$ cat config.mk
export PLATFORM = sky130hd
export DESIGN_NAME = omc_slice
export DESIGN_NICKNAME = d
export VERILOG_FILES = /design/src/rtl/omc_pkg.sv /design/src/rtl/omc_dff.sv /design/src/rtl/omc_path.sv /design/src/rtl/omc_slice.sv
export SDC_FILE = /design/constraint.sdc
export NUM_CORES = 1
export LEC_CHECK = 0
export BUFFER_PORTS_ARGS = -buffer_cell sky130_fd_sc_hd__buf_2
export CAP_MARGIN = 20
export CORE_AREA = 2 2 39 41
export CTS_CLUSTER_DIAMETER = 60
export CTS_CLUSTER_SIZE = 30
export DETAILED_ROUTE_END_ITERATION = 12
export DIE_AREA = 0 0 41 43
export GPL_ROUTABILITY_DRIVEN = 0
export HOLD_SLACK_MARGIN = 0.03
export SLEW_MARGIN = 20
export SYNTH_ARGS = -nofsm -noshare
export SYNTH_HDL_FRONTEND = slang
export SYNTH_SLANG_ARGS = --single-unit
$ cat constraint.sdc
create_clock -name clk -period 2.1 [get_ports clk]
set_input_delay 0.105 -clock clk [delete_from_list [all_inputs] [get_ports clk]]
set_output_delay 0.105 -clock clk [all_outputs]
set_load 0.02 [all_outputs]
$ cat src/rtl/omc_pkg.sv
package omc_pkg;

    // Per-lane select pair: upper bit picks path, lower bit picks polarity.
    typedef enum logic [1:0] {
        OMC_REG_LOW   = 2'b00,
        OMC_REG_HIGH  = 2'b01,
        OMC_COMB_LOW  = 2'b10,
        OMC_COMB_HIGH = 2'b11
    } omc_mode_e;

    typedef struct packed {
        logic bypass;     // 1: combinational path, flip-flop unused
        logic high_true;  // 1: pin is active-high
    } omc_ctl_t;

    function automatic omc_ctl_t omc_decode(input logic [1:0] sel);
        omc_ctl_t c;
        c.bypass    = sel[1];
        c.high_true = sel[0];
        return c;
    endfunction

endpackage

$ cat src/rtl/omc_dff.sv
// D flip-flop with asynchronous clear and synchronous preset.
module omc_dff (
    input  logic clk,
    input  logic arst,
    input  logic preset,
    input  logic d,
    output logic q
);
    always_ff @(posedge clk or posedge arst) begin
        if (arst) begin
            q <= 1'b0;
        end else if (preset) begin
            q <= 1'b1;
        end else begin
            q <= d;
        end
    end
endmodule

$ cat src/rtl/omc_path.sv
// Output 1-of-4 selection and feedback 1-of-2 selection for one lane.
module omc_path
    import omc_pkg::*;
(
    input  logic [1:0] sel,
    input  logic       sop,
    input  logic       q,
    input  logic       pin_in,
    output logic       pin_val,
    output logic       fb
);
    omc_mode_e mode;
    omc_ctl_t  ctl;

    always_comb begin
        mode = omc_mode_e'(sel);
        ctl  = omc_decode(sel);
        unique case (mode)
            OMC_REG_LOW:   pin_val = ~q;
            OMC_REG_HIGH:  pin_val = q;
            OMC_COMB_LOW:  pin_val = ~sop;
            OMC_COMB_HIGH: pin_val = sop;
            default:       pin_val = sop;
        endcase
        // the path bit alone steers the feedback selector
        fb = ctl.bypass ? pin_in : q;
    end
endmodule

$ cat src/rtl/omc_slice.sv
module omc_slice #(
    parameter int LANES = 4
) (
    input  logic               clk,
    input  logic               arst,
    input  logic               preset,
    input  logic [LANES-1:0]   sop,
    input  logic [2*LANES-1:0] cfg,
    input  logic [LANES-1:0]   oe,
    input  logic [LANES-1:0]   pin_in,
    output logic [LANES-1:0]   pin_out,
    output logic [LANES-1:0]   pin_oe,
    output logic [LANES-1:0]   fb
);
    localparam int SEL_W = 2;

    logic [LANES-1:0] q_lane;

    for (genvar i = 0; i < LANES; i++) begin : g_lane
        // each lane decodes its own select pair
        logic [SEL_W-1:0] sel_i;
        assign sel_i = cfg[SEL_W*i +: SEL_W];

        omc_dff u_ff (
            .clk    (clk),
            .arst   (arst),
            .preset (preset),
            .d      (sop[i]),
            .q      (q_lane[i])
        );

        omc_path u_path (
            .sel     (sel_i),
            .sop     (sop[i]),
            .q       (q_lane[i]),
            .pin_in  (pin_in[i]),
            .pin_val (pin_out[i]),
            .fb      (fb[i])
        );

        assign pin_oe[i] = oe[i];
    end
endmodule

# ---- Yosys cells after proc, flatten, opt, wreduce, memory -nomap -nowiden
# Cells that the tools add are included.
dict set report op_classes {
  addsub 0
  n_mul 0
  div 0
  order_cmp 0
  eq_ne 12
  shifts 0
  n_mux 12
  bitwise 8
  reduce_logical 4
}
# operator count
set op_table {}
lappend op_table {{2-bit equality test, second input constant} 8}
lappend op_table {{1-bit case mux with 4 select lines} 4}
lappend op_table {{2-bit by 1-bit equality test with 1-bit output, second input constant} 4}
lappend op_table {{2-bit logical NOT} 4}
lappend op_table {{1-bit 2-to-1 mux} 8}
lappend op_table {{1-bit inverter} 8}
dict set report totals {
  reg_bits 4
  latch_bits 0
  ram_bits 0
  romBits 0
  input_bits 23
  output_inout_bits 12
  n_memories 0
}

# ---- Logic depth before layout (Yosys ltp)
# Gate-level depths: netlist of the first run.
dict set report logic_depth {
  word_depth 2
  mapped_depth 3
}

# ---- Hierarchy
# From an unflattened synthesis of the first run, not the netlist that was laid out.
dict set report hier_totals {
  cells_unflattened 28
  area_unflattened_um2 290.3
}
# mod n_inst cells_each area_per_inst_um2 seq_area_each_um2
set modules_own_cells {}
lappend modules_own_cells {omc_dff 4 3 35.0 25.0}
lappend modules_own_cells {omc_path 4 3 30.0 0.0}
lappend modules_own_cells {omc_slice 1 4 30.0 0.0}

# ---- Worst setup path before layout of the first run
# OpenSTA, ideal clock, no wires.
dict set report synth_path {
  kind {register -> output}
  from {reg g_lane[0].u_ff.q}
  to {out pin_out[0]}
  arrival_ps 790
  required_ps 1995
  setup_slack_ps 1205
  path_stages_with_launch 4
  cell_sequence {dfrtp_1 > mux2i_1 > xor2_1 > buf_4}
}
dict set report synth_between {
  elab_chain_cells 2
}
# item line
set synth_lines {}
lappend synth_lines {{start, declared} omc_dff.sv:7} ;# output logic q
lappend synth_lines {{start signal, assigned} omc_dff.sv:11} ;# q <= 1'b0;
lappend synth_lines {{start signal, assigned} omc_dff.sv:13} ;# q <= 1'b1;
lappend synth_lines {{start signal, assigned} omc_dff.sv:15} ;# q <= d;
lappend synth_lines {{1-bit inverter} omc_path.sv:19} ;# OMC_REG_LOW: pin_val = ~q;
lappend synth_lines {{1-bit case mux with 4 select lines (*)} omc_path.sv:18} ;# unique case (mode)
lappend synth_lines {{end, declared} omc_slice.sv:11} ;# output logic [LANES-1:0] pin_out,
# Every way passes the cells marked *; elsewhere a longest branch is shown, timed or not.

# ---- Final worst setup path of the first run
dict set report layout_path {
  from {reg g_lane[2].u_ff.q}
  to {out pin_out[2]}
}
dict set report layout_between {
  elab_chain_cells 2
}
# item line
set layout_lines {}
lappend layout_lines {{start, declared} omc_dff.sv:7}
lappend layout_lines {{start signal, assigned} omc_dff.sv:11}
lappend layout_lines {{start signal, assigned} omc_dff.sv:13}
lappend layout_lines {{start signal, assigned} omc_dff.sv:15}
lappend layout_lines {{1-bit inverter} omc_path.sv:19}
lappend layout_lines {{1-bit case mux with 4 select lines (*)} omc_path.sv:18}
# Marks and branches as above.

==> results of run 1 <==
routing by layer:
layer / track usage / up-vias / routed length (um)
li1: - / 132 / -
met1: 0.07468 / 102 / 216
met2: 0.1000 / 18 / 228
met3: 0.06283 / 0 / 89
met4: 0.02000 / 0 / 0
met5: 0 / - / 0
worst max-delay path, cell delays in order, from the launching register on:
cell	delay (ns)
dfrtp_1	0.36
mux2i_1	0.16
xor2_1	0.15
buf_2	0.18
area by class of cell:
| type | instances | area [um^2] |
|---|---|---|
| timing repair buffer | 27 | 140.1 |
| inverter | 1 | 3.754 |
| sequential | 4 | 100.1 |
| tap | 16 | 20.02 |
| fill | 156 | 952.2 |
| multi-input combinational | 16 | 145.1 |
| clock buffer | 3 | 22.52 |
logic make-up after synthesis:
kind of cell,synth area share
multiplexers,0.2509
buffers and inverters,0.2768
AND/OR/NAND/NOR,0.07379
XOR/XNOR,0.1033
flip-flops,0.2952
how the worst min path moves through the flow:
stage                  endpoint  slack [ns]  cells past startpoint
6_report       g_lane[2].u_ff.q        0.08                      2
5_1_grt        g_lane[2].u_ff.q        0.07                      2
4_1_cts        g_lane[2].u_ff.q        0.07                      2
3_5_place_dp   g_lane[2].u_ff.q       0.002                      2
3_3_place_gp   g_lane[2].u_ff.q       0.003                      2
2_1_floorplan  g_lane[0].u_ff.q       -0.13                      1
power breakdown:
part	leakage [nW]	switching (mW)	internal [mW]
Clock	0.0138	0.0278	0.0637
Sequential	0.0411	0.00172	0.0815
Combinational	0.176	0.0412	0.0387
Total	0.231	0.0707	0.184
cells in the final DEF (no fill, tap or decap):
cell | netlist | layout
buf_2 | 0 | 26
mux2i_1 | 4 | 4
xor2_1 | 4 | 4
mux2_2 | 4 | 4
or2_2 | 4 | 4
dfrtp_1 | 4 | 4
clkbuf_4 | 0 | 3
inv_1 | 1 | 1
dlygate4sd3_1 | 0 | 1
==> metrics.cfg, run 1 <==
[run_status]
status=finished, final reports clean

[timing]
max-slew-margin-rel=0.8909
setup_slack_ns=0.9244
max_slew.worst_pin.slew_ns=0.1592
rsz0062_at_grt=no
fin_hold_ws_ns=0.08041
finalHoldViolCount=0
fin_tns_setup_ns=0
finalCriticalPeriod_ns=1.176
fin_crit_sh=0.5598
drv_slew=0
max_freq_mhz=850.6
setup-violations-final=0

[global_route]
gr-total-overflow=0
track_usage=0.07049
grt_max_degree=5
grt_pass1_wl_um=793
antenna_found_initial=0
grt_pass1_vias=207

[place]
place_area_um2=399.1
dp.cells=63
place_ws_ns=1.155
io_buffers=26

[clock_tree]
cts_hold_buffers=1
cts.sinks=4
post_cts_buffers=0
clk_pin_slew_ns=0.04
cts_root_buf=clkbuf_4
clock_path_buffers=2
post_cts_resized=0
ctsHtreeMaxLevel=1
numCtsBuffers=3
cts_tree=built

[yosys]
yosysUniqueCellTypes=7
ys_seq_elements=4
syn_nets=56
syn-cell-area_um2=339.1
async_flop_share=1.000
synthTopCellsByArea=dfrtp_1 (30%), buf_4 (27%), mux2_2 (13%)
yosys_warnings=0
yosys.area.top_type=dfrtp_1
netlist_instances=33
avgSynthCellArea_um2=10.28
synthFlopType=dfrtp_1
yosysMostFrequentCell=buf_4
synthDominantCellAreaShare=0.2952
synth-edff-count=0
ys_seq_area_frac=0.2952

[final_layout]
postLayoutCellArea_um2=431.7
instances_no_fill=67
final_core_util=0.3119
top_register=g_lane.u_ff.q
drive_above_1_share=0.7255
nets=76
antenna_cells=0
syn2layout_area_growth_pct=27.31
largest_reg_flops=4
top_regs=g_lane.u_ff.q: 4 flops

[critical_path]
critPathCaptureType=output port
critPathLaunch=g_lane[2].u_ff.q
path_max_fanout=2
cp-endpoint=pin_out[2]
required_ns=2.00
cp_data_arrival_time_ns=1.07
startpoint_type=flip-flop
path_class=flip-flop to output port

[floorplan]
fp.coreArea_um2=1384
io_pins=35
dieHeight_um=43
dieWidth_um=41
design.die.area_um2=1763
start_util=0.2450
rows=14

[worst_hold_path]
min_from=sop[2]
hold_class=input port to flip-flop

[route]
wl_per_cell_um=7.970
drtIter0Drc=2
vias=252
drtPass1Iterations=2
routed_wl_um=534
drtAntennaViolNets=0
via_per_inst=3.761
drc_errors=0

[power_and_ir_drop]
total_power_mw=0.2546
p_leak_nw=0.2312
power_density_nw_per_um2=589.8
irDropWorstVdd_uv=378.9

[flow_run]
max_cap_violations=0

Power figures use the tool's default switching activity.
==> run 2: changes to the inputs <==
==> constraint.sdc (replaced) <==
create_clock -name clk -period 1.1 [get_ports clk]
set_input_delay 0.055 -clock clk [delete_from_list [all_inputs] [get_ports clk]]
set_output_delay 0.055 -clock clk [all_outputs]
set_load 0.02 [all_outputs]
==> metrics.cfg, run 2 (synthesis gave the netlist of run 1 again) <==
[critical_path]
cp_top_family=flip-flops
critical_path_buf_inv_count=1  ; unchanged
path_class=flip-flop to output port
cp_slowest_cell=dfrtp_1
critPathCaptureType=output port
startpoint_type=flip-flop
critPathMaxStageDelay_ns=0.37  ; about the same
path_max_fanout=2  ; unchanged
required_ns=1.04  ; -0.96 ns
path_cells=mux2i_1 > xor2_1 > buf_4
cp_data_arrival_time_ns=1.06  ; about the same

[clock_tree]
ctsHtreeMaxLevel=1  ; unchanged
cts_root_buf=clkbuf_4
numCtsBuffers=3  ; unchanged
cts.sinks=4  ; unchanged
clock_path_buffers=2  ; unchanged
post_cts_buffers=0  ; unchanged
clk_pin_slew_ns=0.04  ; about the same
cts_tree=built

[timing]
fin_hold_ws_ns=0.07278  ; -0.007630 ns
fin_crit_sh=1.015
max_slew.worst_pin.slew_ns=0.1609  ; +0.001729 ns
setup_slack_ns=-0.01623  ; -0.9407 ns
setup-violations-final=4  ; +4
drv_slew=0  ; unchanged
finalHoldViolCount=0  ; unchanged
max-slew-margin-rel=0.8897  ; -0.001186
rsz0062_at_grt=yes
finalCriticalPeriod_ns=1.116
max_freq_mhz=895.9

[route]
via_per_inst=3.789  ; +0.73%
drtAntennaViolNets=0  ; unchanged
drtIter0Drc=2  ; unchanged
drtPass1Iterations=2  ; unchanged
routed_wl_um=585  ; +9.6%
wl_per_cell_um=8.239  ; +3.4%
vias=269  ; +6.7%
drc_errors=0  ; unchanged

[global_route]
track_usage=0.07251  ; +0.002014
grt_pass1_wl_um=821  ; +3.5%
grt_max_degree=5  ; unchanged
grt_pass1_vias=218  ; +5.3%
gr-total-overflow=0  ; unchanged
antenna_found_initial=0  ; unchanged

[run_status]
violations=setup timing
status=complete, but fails checks

[floorplan]
start_util=0.2450  ; unchanged
design.die.area_um2=1763  ; unchanged
rows=14  ; unchanged
io_pins=35  ; unchanged
dieWidth_um=41  ; unchanged
fp.coreArea_um2=1384  ; unchanged
dieHeight_um=43  ; unchanged

[worst_hold_path]
hold_class=input port to flip-flop

[final_layout]
largest_reg_flops=4  ; unchanged
multi_input_area_um2=145.1  ; unchanged
mostFrequentLayoutCell=buf_2
antenna_cells=0  ; unchanged
regArea_um2=100.1  ; unchanged
instances_no_fill=71  ; +6.0%
nets=80  ; +5.3%
drive_above_1_share=0.6727  ; -0.05276
top_register=g_lane.u_ff.q
top_regs=g_lane.u_ff.q: 4 flops
fillCellCount=151  ; -3.2%
layout_common_cells=buf_2 (21), dlygate4sd3_1 (5)
syn2layout_area_growth_pct=43.91

[power_and_ir_drop]
p_seq_frac=0.309  ; -0.018
switching_share=0.2713  ; -0.006404
p_leak_nw=0.2545  ; +10%
switchingPower_mw=0.1393  ; +97%
combPwrFrac=0.350  ; +0.036
clkPwrFrac=0.340  ; -0.019
power_density_nw_per_um2=1052  ; +78%
power.internal_mw=0.3742  ; +100%
irDropWorstVdd_uv=728.7  ; +92%

[flow_run]
max_cap_violations=0  ; unchanged

[place]
dp.cells=63  ; unchanged
io_buffers=26  ; unchanged

==> run 2: worst paths after layout <==
kind | start | to | slack, ns | cells after the start
max in group asynchronous | arst | g_lane[3].u_ff.q | 0.69 | 3
setup / recovery | g_lane[2].u_ff.q | pin_out[2] | -0.02 | 3
min in group asynchronous | arst | g_lane[2].u_ff.q | 0.26 | 3
hold / removal | preset | g_lane[0].u_ff.q | 0.07 | 2
==> run 2: area by class of cell <==
class | instances | area share
Clock buffer | 3 | 0.04615
Inverter | 1 | 0.007692
Multi-Input combinational cell | 16 | 0.2974
Sequential cell | 4 | 0.2051
Tap cell | 16 | 0.04103
Timing Repair Buffer | 31 | 0.4026
==> run 2: power by group through the flow <==
stage	registers, mW	clock network, mW	logic [mW]
6_report	0.159	0.175	0.180
5_1_grt	0.159	0.207	0.196
2_1_floorplan	0.160	0	0.148
3_5_place_dp	0.161	0	0.152
4_1_cts	0.159	0.188	0.172
3_3_place_gp	0.161	0	0.151
==> run 2: repair_timing <==
item | CTS | global route
resized for setup | 4 | 2
hold buffers | 3 | 2
hold endpoints to repair | 6 | 2
endpoints found under the setup margin | 4 | 5
pin swaps | 4 | 1
==> run 2: through the flow <==
step / cell area, um^2 / setup TNS (ns) / power (mW) / utilization / setup slack (ns)
after global placement: 399.1 / 0 / 0.3112 / 0.2884 / 0.2137
final: 488.0 / -0.04802 / 0.5136 / 0.3526 / -0.01623
after CTS: 461.7 / -0.1233 / 0.5189 / 0.3336 / -0.03363
after global routing: 488.0 / -0.4190 / 0.5624 / 0.3526 / -0.1233
after floorplan: 339.1 / 0 / 0.3081 / - / 0.2547
after detailed placement: 399.1 / 0 / 0.3133 / 0.2884 / 0.2054
==> run 2: layer usage <==
layer | routed length (um) | track usage | part of all wire
met1 | 232 | 0.07468 | 0.40
met2 | 266 | 0.1063 | 0.45
met3 | 86 | 0.06283 | 0.15
met4 | 0 | 0.02000 | 0
met5 | 0 | 0 | 0
==> run 3: changes to the inputs <==
--- a/config.mk
+++ b/config.mk
@@ -17,4 +17,5 @@
 export SLEW_MARGIN = 20
 export SYNTH_ARGS = -nofsm -noshare
 export SYNTH_HDL_FRONTEND = slang
+export SYNTH_HIERARCHICAL = 1
 export SYNTH_SLANG_ARGS = --single-unit
==> metrics.cfg, run 3 <==
[global_route]
track_usage=0.09045  ; +0.01794
grt_pass1_wl_um=1055  ; +29%
gr-total-overflow=0  ; unchanged
grt_max_degree=5  ; unchanged
antenna_found_initial=0  ; unchanged
grt_pass1_vias=288  ; +32%

[clock_tree]
numCtsBuffers=3  ; unchanged
cts_root_buf=clkbuf_4
post_cts_buffers=0  ; unchanged
cts_tree=built
clock_path_buffers=2  ; unchanged
ctsHtreeMaxLevel=1  ; unchanged
cts.sinks=4  ; unchanged
clk_pin_slew_ns=0.04  ; about the same

[critical_path]
cp_data_arrival_time_ns=1.09  ; +0.03 ns
path_cells=mux2i_1 > xor2_1 > buf_4
startpoint_type=flip-flop
cp_top_family=flip-flops
critPathCaptureType=output port
critical_path_buf_inv_count=1  ; unchanged
critPathMaxStageDelay_ns=0.37  ; about the same
cp_slowest_cell=dfrtp_1
path_max_fanout=2  ; unchanged
path_class=flip-flop to output port
required_ns=1.04  ; about the same

[timing]
fin_crit_sh=1.043  ; +0.02817
max_freq_mhz=871.7  ; -2.7%
finalHoldViolCount=0  ; unchanged
setup-violations-final=4  ; unchanged
finalCriticalPeriod_ns=1.147  ; +0.03099 ns
fin_tns_setup_ns=-0.1365  ; -0.08846 ns
setup_slack_ns=-0.04722  ; -0.03099 ns
max-slew-margin-rel=0.8861  ; -0.003572
fin_hold_ws_ns=0.05172  ; -0.02106 ns
rsz0062_at_grt=yes
drv_slew=0  ; unchanged
max_slew.worst_pin.slew_ns=0.1661  ; +0.005210 ns

[worst_hold_path]
hold_class=input port to flip-flop

[route]
via_per_inst=4.081  ; +7.7%
drtAntennaViolNets=0  ; unchanged
wl_per_cell_um=9.270  ; +13%
vias=302  ; +12%
drc_errors=0  ; unchanged
drtPass1Iterations=1  ; -1
drtIter0Drc=0  ; -2
routed_wl_um=686  ; +17%

[power_and_ir_drop]
p_leak_nw=0.2708  ; +6.4%
power_density_nw_per_um2=1050  ; -0.19%
irDropWorstVdd_uv=420.5  ; -42%

[run_status]
status=complete, but fails checks
violations=setup timing

[yosys]
ys_seq_elements=4  ; unchanged
synthTopCellsByArea=dfrtp_1 (34%), mux2_2 (16%), mux2i_1 (14%)
synthDominantCellAreaShare=0.3448  ; +0.04962
avgSynthCellArea_um2=10.37  ; +0.90%
synthFlopType=dfrtp_1
yosys_warnings=6  ; +6
netlist_instances=28  ; -15%
async_flop_share=1.000  ; unchanged
syn_nets=51  ; -8.9%
yosysUniqueCellTypes=7  ; unchanged
syn-cell-area_um2=290.3  ; -14%
synth-edff-count=0  ; unchanged
ys_seq_area_frac=0.3448  ; +0.04962
yosys.area.top_type=dfrtp_1

[final_layout]
fillCellCount=162  ; +7.3%
final_core_util=0.3653  ; +0.01266
layout_common_cells=buf_2 (20), dlygate4sd3_1 (5)
largest_reg_flops=4  ; unchanged
top_regs=g_lane.u_ff/q: 4 flops
top_register=g_lane.u_ff/q
antenna_cells=0  ; unchanged
syn2layout_area_growth_pct=74.14
nets=83  ; +3.8%
drive_above_1_share=0.5690  ; -0.1038
mostFrequentLayoutCell=buf_2

[floorplan]
dieHeight_um=43  ; unchanged
design.die.area_um2=1763  ; unchanged
io_pins=35  ; unchanged
dieWidth_um=41  ; unchanged
rows=14  ; unchanged
fp.coreArea_um2=1384  ; unchanged
start_util=0.2098  ; -0.03526

[place]
dp_hpwl_um=527
place_ws_ns=0.2088  ; +0.003430 ns
io_buffers=26  ; unchanged

[flow_run]
max_cap_violations=0  ; unchanged

run 3: area by class of cell:
cell class	count	area, um^2	share of cell area
Timing Repair Buffer	31	202.7	0.4010
Multi-Input combinational cell	16	145.1	0.2871
Sequential cell	4	100.1	0.1980
Clock buffer	3	22.52	0.04455
Tap cell	16	20.02	0.03960
Inverter	4	15.01	0.02970
run 3: logic make-up after synthesis:
logic type / after synthesis / synth area share
flip-flops: 4 / 0.3448
XOR/XNOR: 4 / 0.1207
multiplexers: 8 / 0.2931
buffers and inverters: 8 / 0.1552
AND/OR/NAND/NOR: 4 / 0.08619
run 3: timing repair:
action | CTS | global route
pin swaps | 4 | 1
gates resized for setup | 4 | 4
endpoints found under the hold margin | 8 | 0
endpoints found under the setup margin | 4 | 6
hold buffers | 5 | 0
run 3: through the flow:
| stage | area [um^2] | instances | total power [mW] |
|---|---|---|---|
| 2_1_floorplan | 290.3 | 28 | 0.2658 |
| 3_3_place_gp | 410.4 | 66 | 0.3117 |
| 3_5_place_dp | 410.4 | 66 | 0.3135 |
| 4_1_cts | 493.0 | 74 | 0.5345 |
| 5_1_grt | 505.5 | 74 | 0.5744 |
| 6_report | 505.5 | 74 | 0.5310 |
run 3: final timing paths:
check / end / cells after the start / start / slack (ns)
max in group asynchronous: g_lane[2].u_ff/q / 3 / arst / 0.77
min in group asynchronous: g_lane[1].u_ff/q / 3 / arst / 0.23
max: pin_out[0] / 3 / g_lane[0].u_ff/q / -0.05
min: g_lane[1].u_ff/q / 2 / preset / 0.05
run 3: routing by layer:
layer  vias to the layer above  global-route usage  share of wire  wire (um)
met5                         -                   0              0          0
met4                         0             0.04000              0          0
met3                         0             0.04712           0.17        114
met2                        25              0.1344           0.44        303
met1                       129              0.1032           0.39        268
li1                        148                   -              -          -
run 3: report_power, final:
part | switching [mW] | internal, mW | total (mW)
sequential | 0.00355 | 0.155 | 0.159
combinational | 0.0858 | 0.0999 | 0.186
clock | 0.0641 | 0.122 | 0.186
